<file path="config.mk">
export PLATFORM = sky130hd
export DESIGN_NAME = mwb_resolver
export DESIGN_NICKNAME = d
export VERILOG_FILES = /design/src/rtl/mwb_pkg.sv /design/src/rtl/mwb_breg_file.sv /design/src/rtl/mwb_slot_target.sv /design/src/rtl/mwb_prio_pick.sv /design/src/rtl/mwb_resolver.sv
export SDC_FILE = /design/constraint.sdc
export NUM_CORES = 2
export LEC_CHECK = 0
export ABC_AREA = 1
export BUFFER_PORTS_ARGS = -buffer_cell sky130_fd_sc_hd__buf_2
export CORE_UTILIZATION = 40
export CTS_BUF_LIST = sky130_fd_sc_hd__clkbuf_8
export CTS_CLUSTER_DIAMETER = 80
export CTS_CLUSTER_SIZE = 16
export DETAILED_ROUTE_END_ITERATION = 10
export GPL_ROUTABILITY_DRIVEN = 0
export HOLD_SLACK_MARGIN = 0.15
export PLACE_DENSITY = 0.56
export SYNTH_ARGS = -nofsm -noshare
export SYNTH_HDL_FRONTEND = slang
export SYNTH_SLANG_ARGS = --single-unit
export TNS_END_PERCENT = 100
</file>
<file path="constraint.sdc">
create_clock -name clk -period 8.17 [get_ports clk]
set_input_delay 2.451 -clock clk [delete_from_list [all_inputs] [get_ports clk]]
set_output_delay 2.451 -clock clk [all_outputs]
set_load 0.01 [all_outputs]
</file>
<file path="src/rtl/mwb_pkg.sv">
package mwb_pkg;
  parameter int ADDR_W  = 64;
  parameter int DISP_W  = 21;
  parameter int NSLOT   = 3;
  parameter int NBREG   = 8;
  parameter int ALIGN_B = 4;
  localparam int BIDX_W = $clog2(NBREG);
  localparam int SIDX_W = $clog2(NSLOT + 1);

  // Direct target: bundle address plus displacement scaled to bundles.
  function automatic logic [ADDR_W-1:0] rel_target(input logic [ADDR_W-1:0] pc,
                                                   input logic [DISP_W-1:0] disp);
    logic [ADDR_W-1:0] ext;
    ext = {{(ADDR_W-DISP_W){disp[DISP_W-1]}}, disp};
    return pc + (ext << ALIGN_B);
  endfunction

  // Indirect target: clear the in-bundle offset bits.
  function automatic logic [ADDR_W-1:0] bundle_align(input logic [ADDR_W-1:0] a);
    return {a[ADDR_W-1:ALIGN_B], {ALIGN_B{1'b0}}};
  endfunction
endpackage

</file>
<file path="src/rtl/mwb_breg_file.sv">
module mwb_breg_file
  import mwb_pkg::*;
(
  input  logic                    clk,
  input  logic                    rst_n,
  input  logic                    we,
  input  logic [BIDX_W-1:0]       waddr,
  input  logic [ADDR_W-1:0]       wdata,
  input  logic [NSLOT*BIDX_W-1:0] raddr,
  output logic [NSLOT*ADDR_W-1:0] rdata
);
  logic [ADDR_W-1:0] regs [NBREG];

  always_ff @(posedge clk) begin
    if (!rst_n) begin
      for (int k = 0; k < NBREG; k++) regs[k] <= '0;
    end else if (we) begin
      regs[waddr] <= wdata;
    end
  end

  for (genvar s = 0; s < NSLOT; s++) begin : g_rd
    assign rdata[s*ADDR_W +: ADDR_W] = regs[raddr[s*BIDX_W +: BIDX_W]];
  end
endmodule

</file>
<file path="src/rtl/mwb_slot_target.sv">
module mwb_slot_target
  import mwb_pkg::*;
(
  input  logic [ADDR_W-1:0]       pc,
  input  logic [NSLOT*DISP_W-1:0] disp,
  input  logic [NSLOT-1:0]        indirect,
  input  logic [NSLOT*ADDR_W-1:0] breg_val,
  output logic [NSLOT*ADDR_W-1:0] tgt
);
  for (genvar s = 0; s < NSLOT; s++) begin : g_slot
    logic [ADDR_W-1:0] rel_t, ind_t;
    assign rel_t = rel_target(pc, disp[s*DISP_W +: DISP_W]);
    assign ind_t = bundle_align(breg_val[s*ADDR_W +: ADDR_W]);
    assign tgt[s*ADDR_W +: ADDR_W] = indirect[s] ? ind_t : rel_t;
  end
endmodule

</file>
<file path="src/rtl/mwb_prio_pick.sv">
module mwb_prio_pick
  import mwb_pkg::*;
(
  input  logic [NSLOT-1:0]  act,
  output logic [NSLOT-1:0]  win_oh,
  output logic [SIDX_W-1:0] win_idx,
  output logic              any
);
  always_comb begin
    win_oh  = '0;
    win_idx = SIDX_W'(NSLOT);
    any     = 1'b0;
    for (int i = NSLOT - 1; i >= 0; i--) begin
      if (act[i]) begin
        win_oh    = '0;
        win_oh[i] = 1'b1;
        win_idx   = SIDX_W'(i);
        any       = 1'b1;
      end
    end
  end
endmodule

</file>
<file path="src/rtl/mwb_resolver.sv">
module mwb_resolver
  import mwb_pkg::*;
(
  input  logic                    clk,
  input  logic                    rst_n,
  input  logic                    breg_we,
  input  logic [BIDX_W-1:0]       breg_waddr,
  input  logic [ADDR_W-1:0]       breg_wdata,
  input  logic [ADDR_W-1:0]       bundle_pc,
  input  logic [ADDR_W-1:0]       fall_thru,
  input  logic [NSLOT-1:0]        slot_valid,
  input  logic [NSLOT-1:0]        slot_pred,
  input  logic [NSLOT-1:0]        slot_indirect,
  input  logic [NSLOT-1:0]        slot_call,
  input  logic [NSLOT*DISP_W-1:0] slot_disp,
  input  logic [NSLOT*BIDX_W-1:0] slot_breg,
  output logic                    br_taken,
  output logic [ADDR_W-1:0]       br_target,
  output logic [SIDX_W-1:0]       br_slot,
  output logic                    br_call,
  output logic [ADDR_W-1:0]       br_link
);
  logic [NSLOT*ADDR_W-1:0] breg_val;
  logic [NSLOT*ADDR_W-1:0] slot_tgt;
  logic [NSLOT-1:0]        act, win_oh;
  logic [SIDX_W-1:0]       win_idx;
  logic                    win_any;
  logic [ADDR_W-1:0]       next_tgt;
  logic                    next_call;
  logic                    out_live;

  assign act = slot_valid & slot_pred;

  mwb_breg_file u_bregs (
    .clk(clk), .rst_n(rst_n), .we(breg_we), .waddr(breg_waddr),
    .wdata(breg_wdata), .raddr(slot_breg), .rdata(breg_val)
  );

  mwb_slot_target u_tgt (
    .pc(bundle_pc), .disp(slot_disp), .indirect(slot_indirect),
    .breg_val(breg_val), .tgt(slot_tgt)
  );

  mwb_prio_pick u_pick (
    .act(act), .win_oh(win_oh), .win_idx(win_idx), .any(win_any)
  );

  always_comb begin
    next_tgt  = fall_thru;
    next_call = 1'b0;
    for (int i = 0; i < NSLOT; i++) begin
      if (win_oh[i]) begin
        next_tgt  = slot_tgt[i*ADDR_W +: ADDR_W];
        next_call = slot_call[i];
      end
    end
  end

  always_ff @(posedge clk) begin
    if (!rst_n) begin
      br_taken  <= 1'b0;
      br_target <= '0;
      br_slot   <= SIDX_W'(NSLOT);
      br_call   <= 1'b0;
      br_link   <= '0;
      out_live  <= 1'b0;
    end else begin
      br_taken  <= win_any;
      br_target <= next_tgt;
      br_slot   <= win_idx;
      br_call   <= next_call;
      br_link   <= next_call ? fall_thru : '0;
      out_live  <= 1'b1;
    end
  end

  AST_WIN_ONEHOT: assert property (@(posedge clk) disable iff (!rst_n)
    $onehot0(win_oh));
  AST_WIN_ACTIVE: assert property (@(posedge clk) disable iff (!rst_n)
    (win_oh & ~(slot_valid & slot_pred)) == '0);
  AST_TAKEN_SLOT: assert property (@(posedge clk) disable iff (!rst_n)
    br_taken == (br_slot != SIDX_W'(NSLOT)));
  AST_FT_TARGET: assert property (@(posedge clk) disable iff (!rst_n)
    (out_live && !br_taken) |-> br_target == $past(fall_thru));
  AST_CALL_LINK: assert property (@(posedge clk) disable iff (!rst_n)
    (out_live && br_call) |-> (br_taken && br_link == $past(fall_thru)));
  AST_NOCALL_LINK: assert property (@(posedge clk) disable iff (!rst_n)
    !br_call |-> br_link == '0);
endmodule

</file>
==> impl_results.md <==
* Clock-pin slew on the worst setup and hold paths at 0.11 ns
* Starting Density at 0.405
* Longest Clk Path Bufs at 3
* Total Wirelength at 254000 um
* Post-synth top flop: edfxtp_1
* Cell mode on critical path: nor2_1
* Global-route wire length before repair at 354000 um
* Status: complete, no violations
* First DRT Iteration DRCs at 8017
* Die area at 129000 um2
* Vias in the first global route at 52100
* Relative slew slack at 0.110
* Clk_lat worst skew at ~0.85 ns
* Largest net degree at the start of global routing at between 200 and 300
* CTS buffer count at 52
* Post-CTS setup buffers at 0
* Syn. warnings at 0
* R2R cell count at 10
* Hold Crit Start: u_bregs.regs[0][4]
* RSZ-0062 raised after global routing: false
* FF-to-FF End: br_target[62]
* Netlist cell types at between 50 and 60
* Pleak at between 20 and 30 nW
* Critical path's slowest cell: clkinv_2
* Grt total ovfl at 0
* Most frequent cells after synthesis: nand2_1, inv_1, nor2_1
* Worst hold endpoint: br_target[4]
* CP Class: input port to flop
* Worst Path Max Fanout at 37
* Post-DP HPWL at about 180000 um
* Die W at 359 um
* Core area at 126000 um2
* CTS H-tree lvls at 2
* #FFs+latches synth at 612
* Post-synth ARST share at 0
* Avg Synthesized Cell Area at 6.49 um2
* Worst r2r src: u_bregs.regs[5][62]
* Max-cap violations at 0
* Initial antenna violation count at 27
* Final setup viols at 0
* VDD IR-drop max at about 0.13 mV
* Crit path required time at 8.88 ns
* Final min period at 5.31 ns
* Post-detailed-route count of antenna-violating nets at 0
* Hold-fix buffers at CTS at 0
* Max incr delay on CP at 1.00 ns
* Root Driver: clkbuf_8
* Worst Hold Class: flop to flop
* TritonCTS clock tree: built
* Layout cells sized above 1 at 0.0876
* Worst Hold Depth at 4
* Final core occ at 0.438
* Skew final at 0.0507 ns
* Ratio of final minimum period to clock period at 0.649
* Worst reg2reg setup slack at 5.59 ns
* CP cell instances: buf_4 -> clkinv_2 -> o21ai_0 -> a31oi_1 -> nor3_1 -> nand2_1 -> nor2_1 -> nor2_1
* 1st-pass router iterations at 8
* Post-synth EDFFs at 480
* Syn Nets at about 8300
* Setup TNS at 0 ns
* Port Buffer Count at slightly above 400
* GRT Util Overall at 0.377
* Final Hold Fails at 0
* Top post-synthesis cells by area: edfxtp_1, nand2_1, o21ai_0, inv_1, nor2_1
* Count leader, synth: nand2_1
* Maximum clock rate at 188 MHz
* Fill count at 13300
* Yosys top cell area share at 0.283
* Seq/Total Area, Yosys at 0.335
* I/O pin cnt at 414
* Critical Path Source Type: input port
* Cells after Synth at 7849
* Die Ht at 359 um
* Post-layout net count at 8447
* Drt wl/cell at roughly 26 um
* P&R area growth vs syn at 8.35%
* PwrDens at 153 nW/um2
* DR vias/cell at 5.87
* Remaining DRCs at 0
* Measured slew at the worst slew-check pin at approximately 1.3 ns
* Detailed-route via count at ~57000
* Post-CTS Resized at 0
* Num rows at 130
* Setup crit end kind: flop
* CTS Sinks at 612
* Max Slew Vio Count at 0
* Mapped Area at 50900 um2
* Crit path DAT at between 6 and 7 ns
* Leading area contributor after synthesis: edfxtp_1
placed cells by master, fill, tap and decap left out, types with 10 or more instances in the layout:
cell type	count
nor3_1	32
o21bai_1	40
nand3_2	16
nand3_1	472
o21ai_0	912
nand2_2	27
buf_4	75
edfxtp_1	480
inv_2	11
nand2_4	16
a21oi_1	670
nand2_1	1735
xnor2_1	10
ha_1	177
dfxtp_1	132
nand4_1	37
inv_1	1137
nand3b_1	26
o211ai_1	204
diode_2	16
o21ai_1	15
nor2_1	1095
o22ai_1	18
nor2_2	33
clkbuf_8	52
xor2_1	10
o221ai_1	48
a31oi_1	35
buf_2	399
final cells by class:
| class | instances | area [um2] | share of cell area |
|---|---|---|---|
| antenna | 16 | 40.0 | 0.000726 |
| clock inverter | 40 | 418 | 0.00757 |
| multi-input combinational | 5701 | 27900 | 0.506 |
| tap | 1650 | 2060 | 0.0374 |
| clock buffer | 52 | 716 | 0.0130 |
| inverter | 1135 | 4270 | 0.0773 |
| sequential | 612 | 17100 | 0.309 |
| timing repair buffer | 483 | 2710 | 0.0491 |
power by group:
| part | total [mW] | switching (mW) | leakage, nW | internal (mW) |
|---|---|---|---|---|
| logic | 2.69 | 1.97 | 19.7 | 0.727 |
| clock network | 2.06 | 1.27 | 0.642 | 0.785 |
| registers | 3.68 | 0.121 | 5.69 | 3.56 |
routing by layer:
layer | global-route usage | vias up | share of wire
met5 | 0 | - | 0.00042
met4 | 0.250 | 10 | 0.075
met3 | 0.110 | 797 | 0.13
met2 | 0.581 | 3555 | 0.43
met1 | 0.457 | 26400 | 0.37
li1 | - | 26200 | -
worst max-delay path by stage:
stage	from	end	slack (ns)	cells past startpoint
after CTS	slot_breg[5]	br_target[62]	3.12	8
after global routing	slot_breg[5]	br_target[62]	2.81	8
after floorplan	rst_n	u_bregs.regs[0][10]	3.15	6
after detailed placement	slot_breg[5]	br_target[62]	2.26	8
after global placement	slot_breg[5]	br_target[62]	2.29	8
final	slot_breg[5]	br_target[62]	2.86	8
sequential cells by signal, summed over array words and instances (netlist names):
name and count:
br_call 1, br_link 64, br_slot 2, br_taken 1, br_target 64, u_bregs.regs 480
cells by family (layout without fill, tap and decap cells):
group | count (synthesis) | in the layout | synth area share
adders and majority gates | 180 | 180 | 0.0447
other | 0 | 16 | 0
xor gates and xnor gates | 20 | 20 | 0.00344
DFF | 612 | 612 | 0.335
buffers and inverters | 1536 | 1710 | 0.120
AOI/OAI and AO/OA | 1976 | 1976 | 0.213
and+or+nand+nor | 3525 | 3525 | 0.284
worst max-delay path, delay by kind of cell:
family | cells | cell delay, ns
buffers and inverters | 2 | 1.56
AND/OR/NAND/NOR | 4 | 1.44
AO/OA/AOI/OAI | 2 | 0.49
through the flow:
stage               instances  worst slack (ns)  hold WS, ns  power, mW  instance area [um2]
floorplan                7849              3.15        0.699       5.29                50900
finish                   9689              2.86        0.789       8.43                55200
CTS                      9673              3.12        0.789       8.33                55100
global placement         9581              2.29        0.768       6.29                54000
detailed placement       9581              2.26        0.754       6.31                54000
global route             9683              2.81        0.886       8.73                55200
Note: power is estimated with default switching activity, not from simulation.
